`src/rtl/pwb_pkg.sv`:
```
package pwb_pkg;
  typedef enum logic {PW_IDLE = 1'b0, PW_FLUSH = 1'b1} pw_state_e;

  function automatic logic [12:0] pw_next_ptr(input logic [12:0] base,
                                              input logic [5:0]  cnt,
                                              input int          page_bits);
    logic [12:0] r;
    logic [12:0] pmask;
    pmask = 13'((1 << page_bits) - 1);
    if (cnt == 6'd0 || int'(cnt) >= (1 << page_bits)) r = base;
    else r = (base & ~pmask) | ((base + 13'(cnt)) & pmask);
    return r;
  endfunction
endpackage

```
`src/rtl/pwb_capture.sv`:
```
module pwb_capture #(
  parameter int ADDR_W    = 13,
  parameter int PAGE_BITS = 5,
  parameter int DATA_W    = 8,
  localparam int PAGE     = 1 << PAGE_BITS
) (
  input  logic                 clk,
  input  logic                 rst_n,
  input  logic                 hold,
  input  logic                 clr,
  input  logic                 start,
  input  logic                 addr_vld,
  input  logic [ADDR_W-1:0]    addr_in,
  input  logic                 byte_fire,
  input  logic [DATA_W-1:0]    byte_data,
  input  logic                 wp,
  input  logic [PAGE_BITS-1:0] rd_idx,
  output logic [DATA_W-1:0]    rd_data,
  output logic [PAGE-1:0]      mask,
  output logic [ADDR_W-1:0]    base,
  output logic [PAGE_BITS:0]   count,
  output logic                 wp_seen
);
  logic [DATA_W-1:0]    store [PAGE];
  logic [PAGE_BITS-1:0] off_q;

  assign rd_data = store[rd_idx];

  always_ff @(posedge clk) begin
    if (!rst_n) begin
      mask    <= '0;
      base    <= '0;
      count   <= '0;
      wp_seen <= 1'b0;
      off_q   <= '0;
    end else if (clr) begin
      mask    <= '0;
      count   <= '0;
      wp_seen <= 1'b0;
    end else if (!hold) begin
      wp_seen <= (start ? 1'b0 : wp_seen) | wp;
      if (start) begin
        mask  <= '0;
        count <= '0;
      end else if (byte_fire) begin
        mask[off_q] <= 1'b1;
        if (count != (PAGE_BITS+1)'(PAGE)) count <= count + 1'b1;
      end
      if (addr_vld) off_q <= addr_in[PAGE_BITS-1:0];
      else if (byte_fire && !start) off_q <= off_q + 1'b1;
      if (addr_vld) base <= addr_in;
    end
  end

  always_ff @(posedge clk) begin
    if (!clr && !hold && !start && byte_fire) store[off_q] <= byte_data;
  end


  base_frozen_chk: assert property (@(posedge clk) disable iff (!rst_n)
    hold |=> $stable(base));
endmodule

```
`src/rtl/pwb_flush.sv`:
```
module pwb_flush #(
  parameter int PAGE_BITS = 5,
  localparam int PAGE     = 1 << PAGE_BITS
) (
  input  logic                 clk,
  input  logic                 rst_n,
  input  logic                 go,
  input  logic [PAGE-1:0]      mask,
  input  logic                 wr_ready,
  output logic                 busy,
  output logic [PAGE_BITS-1:0] idx,
  output logic                 wr_valid,
  output logic                 done
);
  import pwb_pkg::*;
  pw_state_e st;
  logic adv;

  assign busy     = (st == PW_FLUSH);
  assign wr_valid = busy && mask[idx];
  assign adv      = busy && (!mask[idx] || wr_ready);
  assign done     = adv && (idx == PAGE_BITS'(PAGE - 1));

  always_ff @(posedge clk) begin
    if (!rst_n) begin
      st  <= PW_IDLE;
      idx <= '0;
    end else if (!busy) begin
      if (go) begin
        st  <= PW_FLUSH;
        idx <= '0;
      end
    end else if (adv) begin
      idx <= idx + 1'b1;
      if (done) st <= PW_IDLE;
    end
  end


  ascending_chk: assert property (@(posedge clk) disable iff (!rst_n)
    (wr_valid && wr_ready) |=> (!wr_valid || idx > $past(idx)));
endmodule

```
`src/rtl/pwb_pointer.sv`:
```
module pwb_pointer #(
  parameter int ADDR_W    = 13,
  parameter int PAGE_BITS = 5
) (
  input  logic                 clk,
  input  logic                 rst_n,
  input  logic                 take,
  input  logic                 defer,
  input  logic                 done,
  input  logic                 busy,
  input  logic [ADDR_W-1:0]    base,
  input  logic [PAGE_BITS:0]   count,
  output logic [ADDR_W-1:0]    ptr
);
  localparam logic [ADDR_W-1:0] OFF_M = ADDR_W'((1 << PAGE_BITS) - 1);
  localparam int PAGE = 1 << PAGE_BITS;
  logic [ADDR_W-1:0] calc, pend_q;

  always_comb begin
    if (count == '0 || int'(count) >= PAGE) calc = base;
    else calc = (base & ~OFF_M) | ((base + ADDR_W'(count)) & OFF_M);
  end

  always_ff @(posedge clk) begin
    if (!rst_n) begin
      ptr    <= '0;
      pend_q <= '0;
    end else if (done) begin
      ptr <= pend_q;
    end else if (take) begin
      if (defer) pend_q <= calc;
      else       ptr    <= calc;
    end
  end


  ptr_hold_chk: assert property (@(posedge clk) disable iff (!rst_n)
    ($past(busy) && busy) |-> $stable(ptr));
endmodule

```
`src/rtl/page_write_buffer.sv`:
```
module page_write_buffer #(
  parameter int ADDR_W    = 13,
  parameter int PAGE_BITS = 5,
  parameter int DATA_W    = 8,
  localparam int PAGE     = 1 << PAGE_BITS
) (
  input  logic              clk,
  input  logic              rst_n,
  input  logic              bus_start,
  input  logic              addr_vld,
  input  logic [ADDR_W-1:0] addr_in,
  input  logic              in_valid,
  output logic              in_ready,
  input  logic [DATA_W-1:0] in_data,
  input  logic              commit,
  input  logic              wp,
  output logic              wr_valid,
  input  logic              wr_ready,
  output logic [ADDR_W-1:0] wr_addr,
  output logic [DATA_W-1:0] wr_data,
  output logic [ADDR_W-1:0] ptr,
  output logic              busy
);
  logic [PAGE-1:0]      mask;
  logic [ADDR_W-1:0]    base;
  logic [PAGE_BITS:0]   count;
  logic                 wp_seen, take, go, done, mask_clr;
  logic [PAGE_BITS-1:0] idx;

  assign in_ready = !busy;
  assign take     = commit && !busy;
  assign go       = take && !(wp_seen || wp) && (|mask);
  assign mask_clr = (take && !go) || done;
  assign wr_addr  = {base[ADDR_W-1:PAGE_BITS], idx};

  pwb_capture #(.ADDR_W(ADDR_W), .PAGE_BITS(PAGE_BITS), .DATA_W(DATA_W)) u_cap (
    .clk(clk), .rst_n(rst_n), .hold(busy), .clr(mask_clr), .start(bus_start),
    .addr_vld(addr_vld), .addr_in(addr_in), .byte_fire(in_valid && in_ready),
    .byte_data(in_data), .wp(wp), .rd_idx(idx), .rd_data(wr_data),
    .mask(mask), .base(base), .count(count), .wp_seen(wp_seen));

  pwb_flush #(.PAGE_BITS(PAGE_BITS)) u_flush (
    .clk(clk), .rst_n(rst_n), .go(go), .mask(mask), .wr_ready(wr_ready),
    .busy(busy), .idx(idx), .wr_valid(wr_valid), .done(done));

  pwb_pointer #(.ADDR_W(ADDR_W), .PAGE_BITS(PAGE_BITS)) u_ptr (
    .clk(clk), .rst_n(rst_n), .take(take), .defer(go), .done(done),
    .busy(busy), .base(base), .count(count), .ptr(ptr));


  wr_hold_chk: assert property (@(posedge clk) disable iff (!rst_n)
    (wr_valid && !wr_ready) |=> (wr_valid && $stable(wr_addr) && $stable(wr_data)));

  wp_block_chk: assert property (@(posedge clk) disable iff (!rst_n)
    wr_valid |-> !wp_seen);

  row_fixed_chk: assert property (@(posedge clk) disable iff (!rst_n)
    (wr_valid && $past(wr_valid)) |-> (wr_addr[ADDR_W-1:PAGE_BITS] == $past(wr_addr[ADDR_W-1:PAGE_BITS])));
endmodule

```
`config.mk`:
```
export PLATFORM = sky130hd
export DESIGN_NAME = page_write_buffer
export DESIGN_NICKNAME = d
export VERILOG_FILES = /design/src/rtl/pwb_pkg.sv /design/src/rtl/pwb_capture.sv /design/src/rtl/pwb_flush.sv /design/src/rtl/pwb_pointer.sv /design/src/rtl/page_write_buffer.sv
export SDC_FILE = /design/constraint.sdc
export NUM_CORES = 1
export LEC_CHECK = 0
export BUFFER_PORTS_ARGS = -buffer_cell sky130_fd_sc_hd__buf_2
export CAP_MARGIN = 20
export CELL_PAD_IN_SITES_DETAIL_PLACEMENT = 1
export CELL_PAD_IN_SITES_GLOBAL_PLACEMENT = 1
export CORE_MARGIN = 2
export CORE_UTILIZATION = 35
export CTS_CLUSTER_DIAMETER = 120
export DETAILED_ROUTE_END_ITERATION = 7
export HOLD_SLACK_MARGIN = 0.12
export PLACE_DENSITY_LB_ADDON = 0.05
export SYNTH_ARGS = -nofsm -noshare
export SYNTH_HDL_FRONTEND = slang
export SYNTH_HIERARCHICAL = 1
export SYNTH_SLANG_ARGS = --single-unit
```
`constraint.sdc`:
```
create_clock -name clk -period 4.5 [get_ports clk]
set_clock_uncertainty 0.2 [all_clocks]
set_input_delay 0.45 -clock clk [delete_from_list [all_inputs] [get_ports clk]]
set_output_delay 0.45 -clock clk [all_outputs]
set_load 0.02 [all_outputs]
```
==> flow_summary.yaml <==
run_status:
  status: "finished, final reports clean"
global_routing:
  grt_usage_pct: 18.6
  antenna_found_initial: 1
  grt_pass1_vias: 8718
  grt_pass1_wl_um: 57400
  globalRouteOverflowTotal: 0
  grt_max_degree: 65
timing:
  worst_slew_pin_slew_ns: 1.05
  setup_viol: 0
  fmax_mhz: 249
  fin_crit_sh_pct: 89.2
  min_period_ns: 4.01
  rsz0062_at_grt: "false"
  hold_viol: 0
  fin_ws_ns: 0.488
  finalMaxSlewViolations: 0
  slew-limit-headroom_pct: 30.2
  fin_tns_setup_ns: 0
worst_setup_path:
  r2r_start: "u_flush/idx[1]"
  r2r_end: "u_cap/store[4][3]"
  rrSetupSlack_ns: 0.49
  criticalPathCategory: "flop to flop"
  critPathTopFamily: "simple AND/OR/NAND/NOR gates"
  crit_top_cell: "nor2_1"
  cp_cell_sequence: "mux2i_1, a22o_1, a2111oi_1, a22oi_2, a21oi_4, nor2_2, a21o_1, a31o_1, nor2_1, and2_0, nand2_1, nor2_1"
  path_max_fanout: 21
  end_kind: "flop"
  timing.reg2reg.worst_path_depth: 12
  critPathLaunchType: "flop"
  startpoint: "u_flush/idx[1]"
  cp_data_required_time_ns: 4.49
  critPathMaxStageDelay_ns: 0.60
  cp.depth: 12
  cp_slowest_cell: "nor2_1"
  setup.worst_path.end: "u_cap/store[4][3]"
  arrival_ns: 4.00
  cp_num_buf_inv: 0
pwr:
  finalPower_mw: 7.01
  p_per_area_nw_per_um2: 418
  power.leakage_nw: 5.48
  ir_drop_mv: 0.211
final_layout:
  drive_gt1_share_pct: 24.5
  diodes: 0
  finalNetCount: 1090
  synthToLayoutAreaGrowth_pct: 17.8
  design_area_sq_um: 16800
placement:
  placedInstanceArea_sq_um: 15300
  io_buffers: 65
  globalplace.congestion: 0.739
  dp_worst_setup_slack_ns: 0.415
  place_hpwl_um: 24200
synth:
  yosys_warnings: 6
  netlist_instances: 932
  synth_cell_types: 70
  avgSynthCellArea_sq_um: 15.3
  synth-edff-count: 256
  yosysTopAreaCell: "edfxtp_1"
  ys_seq_area_share_pct: 66.5
  synth.cell_area_sq_um: 14200
  synth_nets: 974
  synth_ff_type: "edfxtp_1"
  yosys_register_bits: 345
  ys_top_cells_by_area: "edfxtp_1 54%, mux4_2 13%, dfxtp_1 13%"
  synth_top_area_share_pct: 54.0
  async_reset_ff_share_pct: 0
detailed_routing:
  wire_per_inst_um: 23.5
  wl_um: 37600
  drtIter0Drc: 422
  first_pass_iters: 4
  drc_errors: 0
  drtAntennaViolNets: 0
  vias: 8271
  via_per_inst: 5.16
clock_network:
  htreeDepth: 2
  cts_tree: "yes"
  clk_latency_ns: 0.55
  clkSinkCount: 345
  path_clk_slew_ns: 0.06
  clock-root-buffer: "clkbuf_16"
  cts_resized: 0
  cts_buffers: 40
  ctsLongestPathBuffers: 3
floorplanning:
  fp.dieH_um: 206
  die_x_um: 206
  num_rows: 73
  ios: 66
  start_util_pct: 35.7
  coreArea_sq_um: 39900
  dieArea_sq_um: 42300
hold_path:
  hold_path_class: "input pin to flop"
job:
  max-cap-violations: 0
[worst min-delay path by stage]
stage                           startpoint          endpoint  slack, ns  cells after the start
after floorplan            u_ptr/pend_q[7]   u_ptr/pend_q[7]       0.24                      2
after global placement     u_ptr/pend_q[8]   u_ptr/pend_q[8]       0.25                      2
after detailed placement  u_ptr/pend_q[11]  u_ptr/pend_q[11]       0.26                      2
after CTS                         addr_vld    u_cap/off_q[1]       0.16                      3
after global routing              addr_vld    u_cap/off_q[1]       0.23                      3
final                             addr_vld    u_cap/off_q[1]       0.21                      3
[metal layers]
metal  global-route usage (%)  up-vias  part of all wire [%]  wire length, um
met5                        0        -                 0.029               11
met4                     5.04        2                   2.1              802
met3                     3.60       58                   3.9             1460
met2                     29.8      143                    48            17900
met1                     25.8     4265                    46            17400
li1                         -     3803                     -                -
[worst reg2reg max path: stages, from the launching register on]
cell	delay, ns
dfxtp_4	0.57
mux2i_1	0.14
a22o_1	0.24
a2111oi_1	0.34
a22oi_2	0.20
a21oi_4	0.16
nor2_2	0.06
a21o_1	0.15
a31o_1	0.19
nor2_1	0.16
and2_0	0.32
nand2_1	0.32
nor2_1	0.60
[sequential cells by signal, indices dropped and copies added, names as in the netlist]
register and cells:
u_cap/base 13, u_cap/count 6, u_cap/mask 32, u_cap/off_q 5, u_cap/store 256, u_cap/wp_seen 1, u_flush/busy 1, u_flush/idx 5
u_ptr/pend_q 13, u_ptr/ptr 13
[power breakdown]
part | switching (mW) | total [mW] | internal (mW)
registers | 0.0231 | 3.46 | 3.43
logic | 0.185 | 0.277 | 0.0927
clock network | 1.30 | 3.28 | 1.98
[Yosys cell counts, drive strengths merged (4+ instances only)]
| master | instances |
|---|---|
| edfxtp | 256 |
| nand2 | 91 |
| dfxtp | 89 |
| nor2 | 85 |
| mux4 | 80 |
| a21oi | 56 |
| mux2i | 29 |
| clkbuf | 25 |
| o21ai | 23 |
| buf | 22 |
| and2 | 21 |
| inv | 14 |
| ha | 12 |
| a21boi | 10 |
| a31oi | 10 |
| nand2b | 10 |
| nor4 | 9 |
| mux2 | 8 |
| and3 | 6 |
| a22oi | 5 |
| nor2b | 5 |
| nor3 | 5 |
| and2b | 4 |
| nand3 | 4 |
| nand3b | 4 |
| xnor2 | 4 |
[logic make-up after synthesis]
| group | count (synthesis) | synth area share, % |
|---|---|---|
| buffers and inverters | 61 | 2.05 |
| adders and majority gates | 13 | 1.19 |
| AOI/OAI and AO/OA | 129 | 5.87 |
| and+or+nand+nor | 261 | 8.72 |
| muxes | 117 | 15.3 |
| xor gates and xnor gates | 6 | 0.369 |
| DFF | 345 | 66.5 |
[layout make-up]
cell class / count / area [sq um]
clock buffers: 49 / 1030
clock inverters: 23 / 275
fillers: 3954 / 23100
inverters: 14 / 52.6
multi-input cells: 526 / 4490
flip-flops and latches: 345 / 9480
well taps: 525 / 657
repair buffers: 121 / 801
[through the flow]
| step | hold slack [ns] | instances | util (%) |
|---|---|---|---|
| 4_1_cts | 0.163 | 1603 | 42.0 |
| 2_1_floorplan | 0.244 | 932 | - |
| 3_5_place_dp | 0.262 | 1514 | 38.3 |
| 6_report | 0.207 | 1603 | 42.0 |
| 5_1_grt | 0.228 | 1603 | 42.0 |
| 3_3_place_gp | 0.255 | 1514 | 38.3 |
[layout by cell type (no fill, tap or decap), types with 5 or more instances in the layout]
cell type      instances
mux4_2                80
inv_1                 14
nor2b_1                5
dfxtp_1               87
dlygate4sd3_1         17
clkbuf_16             40
nor4_1                 9
and3_1                 5
buf_2                 65
mux2_2                 8
ha_1                  12
buf_4                 38
and2_1                20
bufinv_16              6
mux2i_1               29
nand2b_1              10
a21oi_1               54
nor2_1                84
clkbuf_1               9
clkinv_2               7
a31oi_1                9
clkinv_1               7
o21ai_0               21
edfxtp_1             256
a21boi_0              10
nand2_1               91
[what timing repair did]
item                      in CTS  in global routing
hold endpoints to repair      21                  0
hold buffers                  17                  0
buffers inserted               0                  0
Power figures use the tool's default switching activity.
